<file path="config.mk">
export PLATFORM = sky130hd
export DESIGN_NAME = dma_be_gen
export DESIGN_NICKNAME = d
export VERILOG_FILES = /design/src/rtl/dma_be_pkg.sv /design/src/rtl/dma_be_lane_mask.sv /design/src/rtl/dma_be_line_pos.sv /design/src/rtl/dma_be_gen.sv
export SDC_FILE = /design/constraint.sdc
export NUM_CORES = 1
export LEC_CHECK = 0
export BUFFER_PORTS_ARGS = -buffer_cell sky130_fd_sc_hd__buf_2
export CAP_MARGIN = 10
export CORE_ASPECT_RATIO = 1.25
export CORE_MARGIN = 4
export CORE_UTILIZATION = 40
export CTS_CLUSTER_DIAMETER = 200
export DETAILED_ROUTE_END_ITERATION = 7
export PLACE_DENSITY_LB_ADDON = 0.2
export SLEW_MARGIN = 10
export SYNTH_ARGS = -nofsm -noshare
export SYNTH_HDL_FRONTEND = slang
export SYNTH_SLANG_ARGS = --single-unit
export TNS_END_PERCENT = 30
</file>
<file path="constraint.sdc">
create_clock -name clk -period 5.2 [get_ports clk]
set_input_delay 0.78 -clock clk [delete_from_list [all_inputs] [get_ports clk]]
set_output_delay 0.78 -clock clk [all_outputs]
set_load 0.02 [all_outputs]
</file>
<file path="src/rtl/dma_be_pkg.sv">
package dma_be_pkg;

    typedef enum logic [1:0] {
        ST_IDLE  = 2'd0,
        ST_READ  = 2'd1,
        ST_WRITE = 2'd2,
        ST_DONE  = 2'd3
    } be_state_e;

    localparam int LANES = 4;

endpackage

</file>
<file path="src/rtl/dma_be_lane_mask.sv">
module dma_be_lane_mask #(
    parameter int CNT_W = 16
) (
    input  logic             upper_half,
    input  logic [CNT_W:0]   remaining,
    output logic [3:0]       lane_be,
    output logic [2:0]       lane_bytes
);
    // lanes available in this DWORD from the first valid lane upward
    logic [2:0] avail;
    logic [1:0] low_lane;
    logic [4:0] run;

    always_comb begin
        avail    = upper_half ? 3'd2 : 3'd4;
        low_lane = upper_half ? 2'd2 : 2'd0;
        if (remaining < (CNT_W+1)'(avail)) begin
            lane_bytes = remaining[2:0];
        end else begin
            lane_bytes = avail;
        end
        run     = (5'd1 << lane_bytes) - 5'd1;
        lane_be = run[3:0] << low_lane;
    end

endmodule

</file>
<file path="src/rtl/dma_be_line_pos.sv">
module dma_be_line_pos #(
    parameter int LINE_DW_W = 3
) (
    input  logic                 write_mode,
    input  logic                 first_beat,
    input  logic                 last_beat,
    input  logic [LINE_DW_W-1:0] dw_index,
    output logic                 opens,
    output logic                 closes
);
    always_comb begin
        if (write_mode) begin
            opens  = first_beat || (dw_index == '0);
            closes = last_beat  || (dw_index == '1);
        end else begin
            opens  = first_beat;
            closes = last_beat;
        end
    end

endmodule

</file>
<file path="src/rtl/dma_be_gen.sv">
module dma_be_gen #(
    parameter int ADDR_W     = 32,
    parameter int CNT_W      = 16,
    parameter int LINE_BYTES = 32
) (
    input  logic              clk,
    input  logic              rst_n,
    input  logic              start,
    input  logic [ADDR_W-1:1] start_addr,
    input  logic [CNT_W-1:0]  start_count,
    input  logic              start_write,
    input  logic              beat_ready,
    output logic              beat_valid,
    output logic [ADDR_W-1:0] beat_addr,
    output logic [3:0]        beat_be,
    output logic              burst_start,
    output logic              burst_end,
    output logic              busy,
    output logic              done
);
    import dma_be_pkg::*;

    localparam int LINE_DW   = LINE_BYTES / LANES;
    localparam int LINE_DW_W = $clog2(LINE_DW);
    localparam int DWA_W     = ADDR_W - 2;

    be_state_e        state_q, state_d;
    logic [DWA_W-1:0] dw_addr_q;
    logic             half_q;
    logic [CNT_W:0]   rem_q;
    logic             first_q;

    logic [3:0]       mask_be;
    logic [2:0]       mask_bytes;
    logic             final_beat;
    logic             accept;
    logic             open_w, close_w;

    dma_be_lane_mask #(.CNT_W(CNT_W)) i_mask (
        .upper_half (half_q),
        .remaining  (rem_q),
        .lane_be    (mask_be),
        .lane_bytes (mask_bytes)
    );

    dma_be_line_pos #(.LINE_DW_W(LINE_DW_W)) i_line (
        .write_mode (state_q == ST_WRITE),
        .first_beat (first_q),
        .last_beat  (final_beat),
        .dw_index   (dw_addr_q[LINE_DW_W-1:0]),
        .opens      (open_w),
        .closes     (close_w)
    );

    assign final_beat = (rem_q == (CNT_W+1)'(mask_bytes));
    assign accept     = beat_valid && beat_ready;

    // state register
    always_ff @(posedge clk or negedge rst_n) begin
        if (!rst_n) state_q <= ST_IDLE;
        else        state_q <= state_d;
    end

    always_comb begin
        state_d = state_q;
        unique case (state_q)
            ST_IDLE:  if (start) state_d = start_write ? ST_WRITE : ST_READ;
            ST_READ,
            ST_WRITE: if (accept && final_beat) state_d = ST_DONE;
            ST_DONE:  state_d = ST_IDLE;
        endcase
    end

    // region walk registers
    always_ff @(posedge clk or negedge rst_n) begin
        if (!rst_n) begin
            dw_addr_q <= '0;
            half_q    <= 1'b0;
            rem_q     <= '0;
            first_q   <= 1'b0;
        end else if (state_q == ST_IDLE && start) begin
            dw_addr_q <= start_addr[ADDR_W-1:2];
            half_q    <= start_write && start_addr[1];
            rem_q     <= (start_count == '0) ? {1'b1, {CNT_W{1'b0}}}
                                             : {1'b0, start_count};
            first_q   <= 1'b1;
        end else if (accept) begin
            dw_addr_q <= dw_addr_q + DWA_W'(1);
            half_q    <= 1'b0;
            rem_q     <= rem_q - (CNT_W+1)'(mask_bytes);
            first_q   <= 1'b0;
        end
    end

    // outputs
    always_comb begin
        beat_valid = 1'b0;
        beat_be    = 4'b0000;
        busy       = 1'b1;
        done       = 1'b0;
        unique case (state_q)
            ST_IDLE:  busy = 1'b0;
            ST_READ:  begin beat_valid = 1'b1; beat_be = 4'b1111; end
            ST_WRITE: begin beat_valid = 1'b1; beat_be = mask_be; end
            ST_DONE:  done = 1'b1;
        endcase
        beat_addr   = {dw_addr_q, 2'b00};
        burst_start = beat_valid && open_w;
        burst_end   = beat_valid && close_w;
    end

endmodule

</file>
Yosys cells after proc, flatten, opt, wreduce, memory -nomap -nowiden

Cells that the tools add are included.

Equal/unequal tests: 7
Muxes and demuxes: 21
Add/sub/neg operators: 3
Reductions and logical operators: 14
Shift-type cells: 2
Order comparisons: 1

Operators with widths:

| cell                                                                | number |
|---|---|
| 30-bit 2-to-1 mux                                                   | 2 |
| 17-bit 2-to-1 mux                                                   | 3 |
| 30-bit by 1-bit adder with 30-bit output (second input constant)    | 1 |
| 17-bit by 3-bit == test with 1-bit output                           | 1 |
| 17-bit by 3-bit less-than comparator with 1-bit output              | 1 |
| 17-bit by 3-bit subtractor with 17-bit output                       | 1 |
| 16-bit zero test                                                    | 1 |
| 1-bit 2-to-1 mux                                                    | 8 |
| 2-bit 2-to-1 mux                                                    | 4 |
| 4-bit one-hot mux with 2 select lines                               | 1 |
| 1-bit logical AND                                                   | 6 |
| 3-bit 2-to-1 mux                                                    | 2 |
| 2-bit one-hot mux with 3 select lines                               | 1 |
| 2-bit == test (second input constant)                               | 2 |
| 1-bit by 3-bit left shift with 4-bit output (first input constant)  | 1 |
| 4-bit by 2-bit left shift with 4-bit output                         | 1 |
| 4-bit by 1-bit subtractor with 4-bit output (second input constant) | 1 |
| 3-bit == test (second input constant)                               | 1 |
| 3-bit zero test                                                     | 1 |
| 2-bit by 1-bit == test with 1-bit output (second input constant)    | 1 |
| 2-bit zero test                                                     | 1 |
| 1-bit logical OR                                                    | 2 |
| 2-bit by 1-bit != test with 1-bit output (second input constant)    | 1 |
| 2-bit != test (second input constant)                               | 1 |
| other kinds (3)                                                     | 3 |

Output and inout bits: 41
Bits of input ports: 52
Logic and storage cells: 53
Bits in registers: 51

Logic depth before layout (Yosys ltp)

Gate-level depths: netlist of the first run.

Word-level depth: 7
Gate-level depth with buffers: 13
Mapped depth without buffers: 11

Cells and area by module

From an unflattened synthesis of the first run, not the netlist that was laid out.

Cells, all modules: 382
Area total of the unflattened synthesis: 3378.2 um^2

By module, submodules not included:

| module           | cells each | times used | sequential area each (um^2) | area each (um^2) |
|---|---|---|---|---|
| dma_be_gen       | 348        | 1          | 1276.2                      | 3111.7 |
| dma_be_lane_mask | 31         | 1          | 0.0                         | 240.2 |
| dma_be_line_pos  | 3          | 1          | 0.0                         | 26.3 |

Least setup slack after synthesis of the first run

OpenSTA, ideal clock, no wires.

Path type: register -> output
From: register rem_q[12]
To: output beat_be[3]
Path slack: 1.684 ns
Cell stages (with the launch flop): 10
Required time: 4.420 ns
Buffers on the path: 1
Arrival time: 2.736 ns
Path through: dfrtp_1 nor4_1 nand4_1 or2_1 clkbuf_1 or4b_1 ha_1 nand2_1 nand3_1 o21ai_0

Longest elaborated chain between the ends: 6

Ends and longest elaborated chain:

| element                                                | RTL line               | text |
|---|---|---|
| start, declared                                        | dma_be_gen.sv:30       | `logic [CNT_W:0] rem_q;` |
| start signal, assigned                                 | dma_be_gen.sv:84       | `rem_q <= (start_count == '0) ? {1'b1, {CNT_W{1'b0}}}` |
| start signal, assigned                                 | dma_be_gen.sv:90       | `rem_q <= rem_q - (CNT_W+1)'(mask_bytes);` |
| 17-bit by 3-bit less-than comparator with 1-bit output | dma_be_lane_mask.sv:17 | `if (remaining < (CNT_W+1)'(avail)) begin` |
| 3-bit 2-to-1 mux                                       | dma_be_lane_mask.sv:17 |  |
| 1-bit by 3-bit left shift with 4-bit output            | dma_be_lane_mask.sv:22 | `run = (5'd1 << lane_bytes) - 5'd1;` |
| 4-bit by 1-bit subtractor with 4-bit output            | dma_be_lane_mask.sv:22 |  |
| 4-bit by 2-bit left shift with 4-bit output            | dma_be_lane_mask.sv:23 | `lane_be = run[3:0] << low_lane;` |
| 4-bit one-hot mux with 2 select lines                  | dma_be_gen.sv:101      | `unique case (state_q)` |
| end, declared                                          | dma_be_gen.sv:15       | `output logic [3:0] beat_be,` |

Every way passes these cells.

Worst setup path after layout of the first run

Ends and elaborated chain as after synthesis.

==> flow_metrics.py, run 1 <==
metrics = {
    "sta": {
        "tightest_slew_ns": 0.865,
        "final_hold_viol_count": 0,
        "fmax_mhz": 258,
        "rsz0062_at_grt": "no",
        "finalSetupTns_ns": 0,
        "skew_ns": 0.00828,
        "fin_crit_sh_pct": 74.6,
        "finalSetupViolations": 0,
        "maxSlewHeadroom_pct": 42.3,
        "slew_violations": 0,
        "min_period_ns": 3.88,
    },
    "yosys": {
        "yosysMostFrequentCell": "nand2_1",
        "synth_edf_count": 0,
        "synth_top_area_share_pct": 38.7,
        "synthTopCellsByArea": "dfrtp_1 39%, xnor2_1 8.5%, nand2_1 8.0%",
        "synth_warnings": 0,
        "postSynthCellCount": 387,
        "synth.largest_area_cell": "dfrtp_1",
        "synth-seq-area-share_pct": 38.7,
        "syn_area_per_cell_sq_um": 8.51,
        "async_flop_share_pct": 100,
        "synth.distinct_cells": 51,
        "ys_seq_elements": 51,
        "synthFlopType": "dfrtp_1",
        "synth_common_cells": "70 x nand2_1, 51 x dfrtp_1, 32 x xnor2_1",
        "syn_area_sq_um": 3290,
    },
    "floorplan": {
        "fp-row-count": 36,
        "die_y_um": 109,
        "die_x_um": 89.2,
        "io_pins": 93,
        "die_area_sq_um": 9760,
        "start_util_pct": 41.6,
        "core_sq_um": 7930,
    },
    "clock_network": {
        "cts_tree": "built",
        "clk_latency_ns": 0.30,
        "h-tree-depth": 2,
        "cts_inserted_buffers": 5,
        "cts_setup_buffers": 0,
        "clock-root-buffer": "clkbuf_8",
        "cts_resized": 0,
        "clockBufferDepth": 2,
        "cts_sinks": 51,
        "clk_pin_slew_ns": 0.09,
        "hold_buffers": 0,
    },
    "worst_setup_path": {
        "critPathLaunchType": "flip-flop",
        "path_class": "reg -> out",
        "worstPathMaxFanout": 7,
        "startpoint": "rem_q[12]$_DFFE_PN0P_",
        "cp.arrival_ns": 3.10,
        "worstReg2RegStart": "rem_q[12]$_DFFE_PN0P_",
        "crit_chain": "nor4_1, nand4_1, or2_1, or4b_1, ha_1, nand2_1, nand3_1, o21ai_0, buf_2",
        "cp-end-kind": "primary output",
        "critPathSlowestCell": "or4b_1",
        "critPathMaxStageDelay_ns": 0.50,
        "critPathBufInv": 1,
        "worstPathRequired_ns": 4.42,
        "crit_family": "simple AND/OR/NAND/NOR gates",
    },
    "cells_and_area": {
        "layout-drive-gt1-share_pct": 24.3,
        "antennaDiodeCount": 0,
        "area_growth_syn_to_layout_pct": 18.4,
        "final_nets": 533,
        "fillCellCount": 812,
    },
    "power": {
        "p_per_area_nw_per_um2": 582,
        "power_uw": 2270,
        "leakagePower_uw": 0.00167,
        "peakVddDrop_mv": 0.271,
    },
    "status": {
        "status": "completed",
    },
    "routing": {
        "drcViolationCount": 0,
        "wire_per_inst_um": 14.8,
        "vias": 3024,
        "route.final.wire_length_um": 8370,
        "viasPerCell": 5.36,
        "ant_nets": 0,
        "drtPass1Iterations": 4,
        "drtIter0Drc": 101,
    },
    "hold_path": {
        "holdCritPathClass": "reg -> reg",
        "hold_start": "first_q$_DFFE_PN0P_",
    },
    "global_route": {
        "grt_pass1_vias": 3036,
        "grt_pass1_wl_um": 13700,
        "grt_max_degree": 56,
        "grt-ovfl-total": 0,
        "track_usage_pct": 17.6,
        "antenna_found_initial": 0,
    },
    "placement": {
        "place_hpwl_um": 6270,
        "place.port_buffers": 90,
        "place.gp.congestion": 0.833,
    },
    "job": {
        "max-cap-violations": 0,
    },
}
[worst register-to-register path, stage by stage, from the launching register on]
cell and delay [ns]:
dfrtp_1 0.43, nor4_1 0.37, nand4_1 0.27, or2_1 0.38, nand2_1 0.10, o21ai_0 0.09
ha_1 0.25, nor4_1 0.47, nand3_1 0.33, nor4_1 0.32, xnor2_1 0.16, a21oi_1 0.08
[placed cells by master, fill, tap and decap left out, types with 3 or more instances in the layout]
cell      count
a211oi_1      3
a21oi_1      10
a31oi_1       4
and4_1        3
buf_2        90
clkbuf_8      7
conb_1        3
dfrtp_1      51
ha_1         12
inv_1        15
nand2_1      70
nand3_1      15
nand4_1       8
nor2_1       23
nor3_1       12
nor4_1       13
nor4_2        8
o21ai_0      25
o21ai_1      17
or3_1         3
or4_1         3
xnor2_1      32
xor2_1        9
[area by class of cell]
type | count | area, sq um | share of cell area (%)
sequential | 51 | 1280 | 32.7
inverter | 15 | 56.3 | 1.44
multi-input combinational | 303 | 1880 | 48.2
tap | 95 | 119 | 3.05
timing repair buffer | 92 | 465 | 11.9
clock buffer | 7 | 96.3 | 2.47
clock inverter | 1 | 7.51 | 0.192
[through the flow]
step | area, sq um | hold WS (ns) | util [%] | worst slack [ns] | cells
2_1_floorplan | 3300 | 0.447 | - | 1.68 | 388
3_3_place_gp | 3800 | 0.464 | 47.9 | 1.71 | 556
3_5_place_dp | 3800 | 0.471 | 47.9 | 1.68 | 556
4_1_cts | 3900 | 0.496 | 49.2 | 1.34 | 564
5_1_grt | 3900 | 0.574 | 49.2 | 1.15 | 564
6_report | 3900 | 0.494 | 49.2 | 1.32 | 564
[metal layers]
| layer | vias up | global-route usage (%) | share of wire, % |
|---|---|---|---|
| met5 | - | 0 | 0 |
| met4 | 0 | 5.53 | 1.5 |
| met3 | 10 | 2.85 | 6.1 |
| met2 | 89 | 30.6 | 50 |
| met1 | 1412 | 22.2 | 43 |
| li1 | 1513 | - | - |
[power by group]
group / switching, uW / internal [uW]
logic: 725 / 451
registers: 247 / 589
clock network: 135 / 121
[registers in the layout (all words and copies together) (netlist names)]
name,count
dw_addr_q,30
half_q,1
state_q,2
first_q,1
rem_q,17
[final timing paths]
check / to / slack (ns) / cells past startpoint
worst min register to register: first_q$_DFFE_PN0P_ / 0.49 / 2
worst min-delay path: first_q$_DFFE_PN0P_ / 0.49 / 2
worst max register to register: rem_q[16]$_DFFE_PN0P_ / 1.81 / 11
min in group asynchronous: dw_addr_q[14]$_DFFE_PN0P_ / 0.58 / 2
max in group asynchronous: rem_q[3]$_DFFE_PN0P_ / 4.17 / 2
worst max-delay path: beat_be[3] / 1.32 / 9
[cell families after synthesis]
logic type	after synthesis	synth area share [%]
and+or+nand+nor	175	28.1
adders and majority gates	13	5.17
muxes	1	0.304
AOI/OAI and AO/OA	70	12.2
xor gates and xnor gates	41	10.9
DFF	51	38.7
other	2	0.228
buffers and inverters	34	4.37
Note: power is estimated with default switching activity, not from simulation.
==> run 2: changes to the inputs <==
- ABC_AREA: not set -> 1
- clock period: 5.2 -> 3.75 ns (I/O delays scaled with it)
==> flow_metrics.py, run 2 <==
metrics = {
    "routing": {
        "viasPerCell": 5.10,
        "drtPass1Iterations": 5,
        "wire_per_inst_um": 14.6,
        "vias": 3486,
        "drtIter0Drc": 159,
        "route.final.wire_length_um": 9940,
        "drcViolationCount": 0,
        "ant_nets": 0,
    },
    "placement": {
        "placed_area_sq_um": 4180,
        "place.port_buffers": 90,
        "placed_cells": 677,
        "place.gp.congestion": 0.939,
        "place_hpwl_um": 7500,
        "place_ws_ns": 0.658,
    },
    "cells_and_area": {
        "final_common_cell": "nand2_1",
        "final_cell_mix": "114 x nand2_1, 90 x buf_2, 51 x dfrtp_1",
        "layout-drive-gt1-share_pct": 24.3,
        "top_regs": "dw_addr_q (30), rem_q (17), state_q (2)",
        "fin_area_sq_um": 4260,
        "regMostFlops": "dw_addr_q",
        "final_nets": 629,
        "largest_reg_flops": 30,
        "fin_cells": 683,
        "antennaDiodeCount": 0,
        "area_growth_syn_to_layout_pct": 18.1,
    },
    "floorplan": {
        "start_util_pct": 41.2,
        "fp-row-count": 38,
        "die_area_sq_um": 10600,
        "die_y_um": 114,
        "core_sq_um": 8750,
        "io_pins": 93,
        "die_x_um": 92.9,
    },
    "yosys": {
        "async_flop_share_pct": 100,
        "postSynthCellCount": 476,
        "synth_warnings": 0,
        "syn_area_sq_um": 3600,
        "synth-seq-area-share_pct": 35.4,
        "synth_edf_count": 0,
        "synthTopCellsByArea": "dfrtp_1 35%, nand2_1 12%, xor2_1 6.3%",
        "syn_area_per_cell_sq_um": 7.57,
        "synthFlopType": "dfrtp_1",
        "synth.distinct_cells": 37,
        "ys_seq_elements": 51,
        "synth.largest_area_cell": "dfrtp_1",
        "yosysMostFrequentCell": "nand2_1",
        "synth_top_area_share_pct": 35.4,
        "synth_common_cells": "114 x nand2_1, 51 x dfrtp_1, 47 x inv_1",
    },
    "worst_setup_path": {
        "path_class": "reg -> out",
        "critPathLaunchType": "flip-flop",
        "cp-end-kind": "primary output",
        "worstReg2RegStart": "half_q$_DFFE_PN0P_",
        "startpoint": "half_q$_DFFE_PN0P_",
        "worstPathRequired_ns": 3.19,
        "ff2ff_path_depth": 18,
        "worstPathMaxFanout": 6,
        "cp.arrival_ns": 2.85,
    },
    "power": {
        "power_uw": 3390,
        "p_per_area_nw_per_um2": 797,
        "leakagePower_uw": 0.00205,
        "peakVddDrop_mv": 0.376,
    },
    "sta": {
        "min_period_ns": 3.41,
        "slew_violations": 0,
        "tightest_slew_ns": 0.708,
        "rsz0062_at_grt": "no",
        "skew_ns": 0.00787,
        "fmax_mhz": 293,
        "finalSetupTns_ns": 0,
        "maxSlewHeadroom_pct": 52.8,
        "worst_slack_ns": 0.336,
        "fin_crit_sh_pct": 91.0,
        "finalSetupViolations": 0,
        "final_hold_viol_count": 0,
    },
    "clock_network": {
        "cts_tree": "built",
        "cts_sinks": 51,
        "hold_buffers": 0,
        "cts_inserted_buffers": 5,
        "clock-root-buffer": "clkbuf_8",
        "cts_setup_buffers": 0,
        "h-tree-depth": 2,
        "clockBufferDepth": 2,
        "clk_latency_ns": 0.31,
        "clk_pin_slew_ns": 0.09,
    },
    "global_route": {
        "grt-ovfl-total": 0,
        "grt_pass1_vias": 3492,
        "grt_max_degree": 41,
        "track_usage_pct": 19.2,
        "antenna_found_initial": 0,
        "grt_pass1_wl_um": 16400,
    },
    "hold_path": {
        "holdCritPathClass": "in -> async",
    },
    "status": {
        "status": "completed",
    },
    "job": {
        "max-cap-violations": 0,
    },
}
run 2: routing by layer:
| metal | vias to the layer above | global-route usage, % | routed length [um] |
|---|---|---|---|
| met3 | 9 | 3.81 | 542 |
| li1 | 1760 | - | - |
| met4 | 0 | 5.18 | 127 |
| met1 | 1631 | 24.1 | 4200 |
| met2 | 86 | 33.7 | 5070 |
| met5 | - | 0 | 0 |
run 2: what timing repair did:
action	4_1_cts	5_1_grt
endpoints found under the setup margin	0	1
resized for setup	0	1
hold endpoints to repair	0	0
run 2: layout make-up:
cell class | instances | area (sq um)
tap | 120 | 150
clock buffer | 6 | 72.6
multi-input combinational | 355 | 2060
fill | 915 | 4490
sequential | 51 | 1280
timing repair buffer | 95 | 488
inverter | 56 | 214
run 2: final timing paths:
kind	endpoint	slack (ns)
max in group asynchronous	dw_addr_q[10]$_DFFE_PN0P_	2.67
setup / recovery	burst_end	0.34
min in group clk	dw_addr_q[14]$_DFFE_PN0P_	0.46
setup reg to reg	rem_q[12]$_DFFE_PN0P_	0.67
hold reg to reg	first_q$_DFFE_PN0P_	0.55
hold / removal	dw_addr_q[8]$_DFFE_PN0P_	0.30
run 2: report_power, final:
| group | internal [uW] | switching [uW] | leakage (uW) |
|---|---|---|---|
| registers | 799 | 278 | 0.000643 |
| logic | 686 | 1330 | 0.00137 |
| clock network | 125 | 181 | 0.0000371 |
run 2: cells by family (layout without fill, tap and decap cells):
family          after synthesis  count (layout)  share of synthesized area (%)
simple gates                231             231                           30.7
compound gates               79              79                           14.1
buf+inv                      71             157                           7.81
flops                        51              51                           35.4
xor+xnor                     28              28                           6.81
fa+ha+maj                    13              13                           4.72
other cells                   2               3                          0.208
mux                           1               1                          0.278
run 2: per-stage QoR:
step / hold WS [ns] / util, %
2_1_floorplan: 0.267 / -
3_3_place_gp: 0.525 / 47.8
3_5_place_dp: 0.530 / 47.8
4_1_cts: 0.323 / 48.6
5_1_grt: 0.340 / 48.7
6_report: 0.299 / 48.7
run 2: worst max-delay path: stages, from the launching register on:
cell and delay [ns]:
dfrtp_1 0.46, ha_1 0.31, nand2_1 0.07, nand2_1 0.05
nor2_1 0.20, nand2_1 0.10, nand2_1 0.10, nand2_2 0.10
ha_1 0.36, nand2_1 0.10, nor4_2 0.22, nand3_1 0.15
a21oi_1 0.15, buf_2 0.18
==> run 3: changes to the inputs <==
- BUFFER_PORTS_ARGS: -buffer_cell sky130_fd_sc_hd__buf_2 -> -buffer_cell sky130_fd_sc_hd__buf_4
- CELL_PAD_IN_SITES_DETAIL_PLACEMENT: not set -> 0
- CELL_PAD_IN_SITES_GLOBAL_PLACEMENT: not set -> 1
- CORE_UTILIZATION: 40 -> 38
- CTS_CLUSTER_SIZE: not set -> 8
==> flow_metrics.py, run 3 (synthesized netlist as in run 2, its figures left out) <==
metrics = {
    "status": {
        "status": "completed",
    },
    "clock_network": {
        "cts_sinks": 51,
        "h-tree-depth": 2,
        "clk_latency_ns": 0.29,
        "cts_tree": "built",
        "clockBufferDepth": 2,
        "hold_buffers": 0,
        "cts_inserted_buffers": 5,
        "clock-root-buffer": "clkbuf_16",
        "clk_pin_slew_ns": 0.07,
        "cts_resized": 0,
        "cts_setup_buffers": 0,
    },
    "routing": {
        "drcViolationCount": 0,
        "viasPerCell": 5.05,
        "ant_nets": 0,
        "vias": 3461,
        "drtIter0Drc": 122,
        "drtPass1Iterations": 4,
        "wire_per_inst_um": 14.7,
        "route.final.wire_length_um": 10100,
    },
    "sta": {
        "min_period_ns": 3.36,
        "final_hold_viol_count": 0,
        "skew_ns": 0.00609,
        "fmax_mhz": 298,
        "tightest_slew_ns": 0.673,
        "slew_violations": 0,
        "fin_crit_sh_pct": 89.6,
        "finalSetupViolations": 0,
        "rsz0062_at_grt": "no",
        "maxSlewHeadroom_pct": 55.1,
        "finalSetupTns_ns": 0,
    },
    "cells_and_area": {
        "area_growth_syn_to_layout_pct": 26.1,
        "layout-drive-gt1-share_pct": 24.3,
        "top_regs": "dw_addr_q (30), rem_q (17), state_q (2)",
        "final_common_cell": "nand2_1",
        "final_cell_mix": "114 x nand2_1, 94 x buf_4, 51 x dfrtp_1",
        "antennaDiodeCount": 0,
        "final_nets": 628,
        "fin_cells": 686,
        "largest_reg_flops": 30,
        "regMostFlops": "dw_addr_q",
    },
    "placement": {
        "place.port_buffers": 90,
        "place.gp.congestion": 0.893,
        "place_hpwl_um": 7630,
        "placed_cells": 679,
    },
    "floorplan": {
        "fp-row-count": 39,
        "start_util_pct": 39.1,
        "die_y_um": 117,
        "core_sq_um": 9220,
        "io_pins": 93,
        "die_area_sq_um": 11100,
        "die_x_um": 95.1,
    },
    "global_route": {
        "grt_pass1_wl_um": 16300,
        "grt_max_degree": 52,
        "track_usage_pct": 18.8,
        "grt_pass1_vias": 3466,
        "grt-ovfl-total": 0,
        "antenna_found_initial": 0,
    },
    "worst_setup_path": {
        "startpoint": "half_q$_DFFE_PN0P_",
        "critPathSlowestCell": "dfrtp_1",
        "crit_chain": "ha_1, nand2_1, nand2_1, nor2_1, nand2_1, nand2_1, nand2_2, ha_1, nand2_1, nor4_1, nand3_1, a21oi_1, buf_4",
        "worstReg2RegStart": "half_q$_DFFE_PN0P_",
        "critPathMaxStageDelay_ns": 0.43,
        "cpMostUsedCell": "nand2_1",
        "worstPathMaxFanout": 6,
        "cp-end-kind": "primary output",
        "critPathLaunchType": "flip-flop",
        "path_class": "reg -> out",
        "worstPathRequired_ns": 3.19,
        "critPathBufInv": 1,
        "cp.arrival_ns": 2.80,
        "crit_family": "simple AND/OR/NAND/NOR gates",
    },
    "power": {
        "leakagePower_uw": 0.00215,
        "peakVddDrop_mv": 0.313,
        "p_per_area_nw_per_um2": 807,
    },
    "hold_path": {
        "holdCritPathClass": "in -> async",
    },
    "job": {
        "max-cap-violations": 0,
    },
}
run 3: cell count changes in the layout (fill, tap and decap cells not counted):
cell,delta
buf_2,-90
buf_4,+89
clkbuf_16,+5
clkbuf_8,-4
clkbuf_1,-1
clkinv_2,+1
nor4_1,+1
nor4_2,-1
run 3: per-layer routing:
metal | vias up | wire length, um | track usage, %
met2 | 70 | 5460 | 35.7
met3 | 12 | 417 | 3.32
met4 | 0 | 121 | 4.62
met1 | 1621 | 4110 | 21.5
met5 | - | 0 | 0
li1 | 1758 | - | -
run 3: final cells by class:
| class | instances | area [sq um] |
|---|---|---|
| clock buffer | 6 | 139 |
| clock inverter | 1 | 5.00 |
| fill | 946 | 4680 |
| inverter | 56 | 214 |
| multi-input combinational | 355 | 2050 |
| sequential | 51 | 1280 |
| tap | 123 | 154 |
| timing repair buffer | 94 | 706 |
run 3: path summary, 6_finish.rpt:
kind                                              to  slack [ns]  depth (start not counted)
min                         dw_addr_q[9]$_DFFE_PN0P_        0.31                          1
max in group asynchronous      rem_q[16]$_DFFE_PN0P_        3.00                          1
max reg2reg                    rem_q[12]$_DFFE_PN0P_        0.69                         18
min reg2reg                      first_q$_DFFE_PN0P_        0.54                          2
min in group clk           dw_addr_q[10]$_DFFE_PN0P_        0.48                          3
max                                        burst_end        0.39                         13
run 3: stage by stage:
step / util [%] / instance area, sq um / hold WS [ns] / power, uW / setup WS (ns)
2_1_floorplan: - / 3610 / 0.267 / 2500 / 0.871
3_3_place_gp: 47.7 / 4400 / 0.523 / 3210 / 0.764
3_5_place_dp: 47.7 / 4400 / 0.530 / 3230 / 0.699
4_1_cts: 49.3 / 4540 / 0.341 / 3710 / 0.369
5_1_grt: 49.3 / 4540 / 0.374 / 4000 / 0.131
6_report: 49.3 / 4540 / 0.309 / 3670 / 0.389
run 3: power breakdown:
group	switching [uW]	total, uW	internal (uW)
clock	205	466	261
combinational	1310	2120	806
sequential	285	1090	800
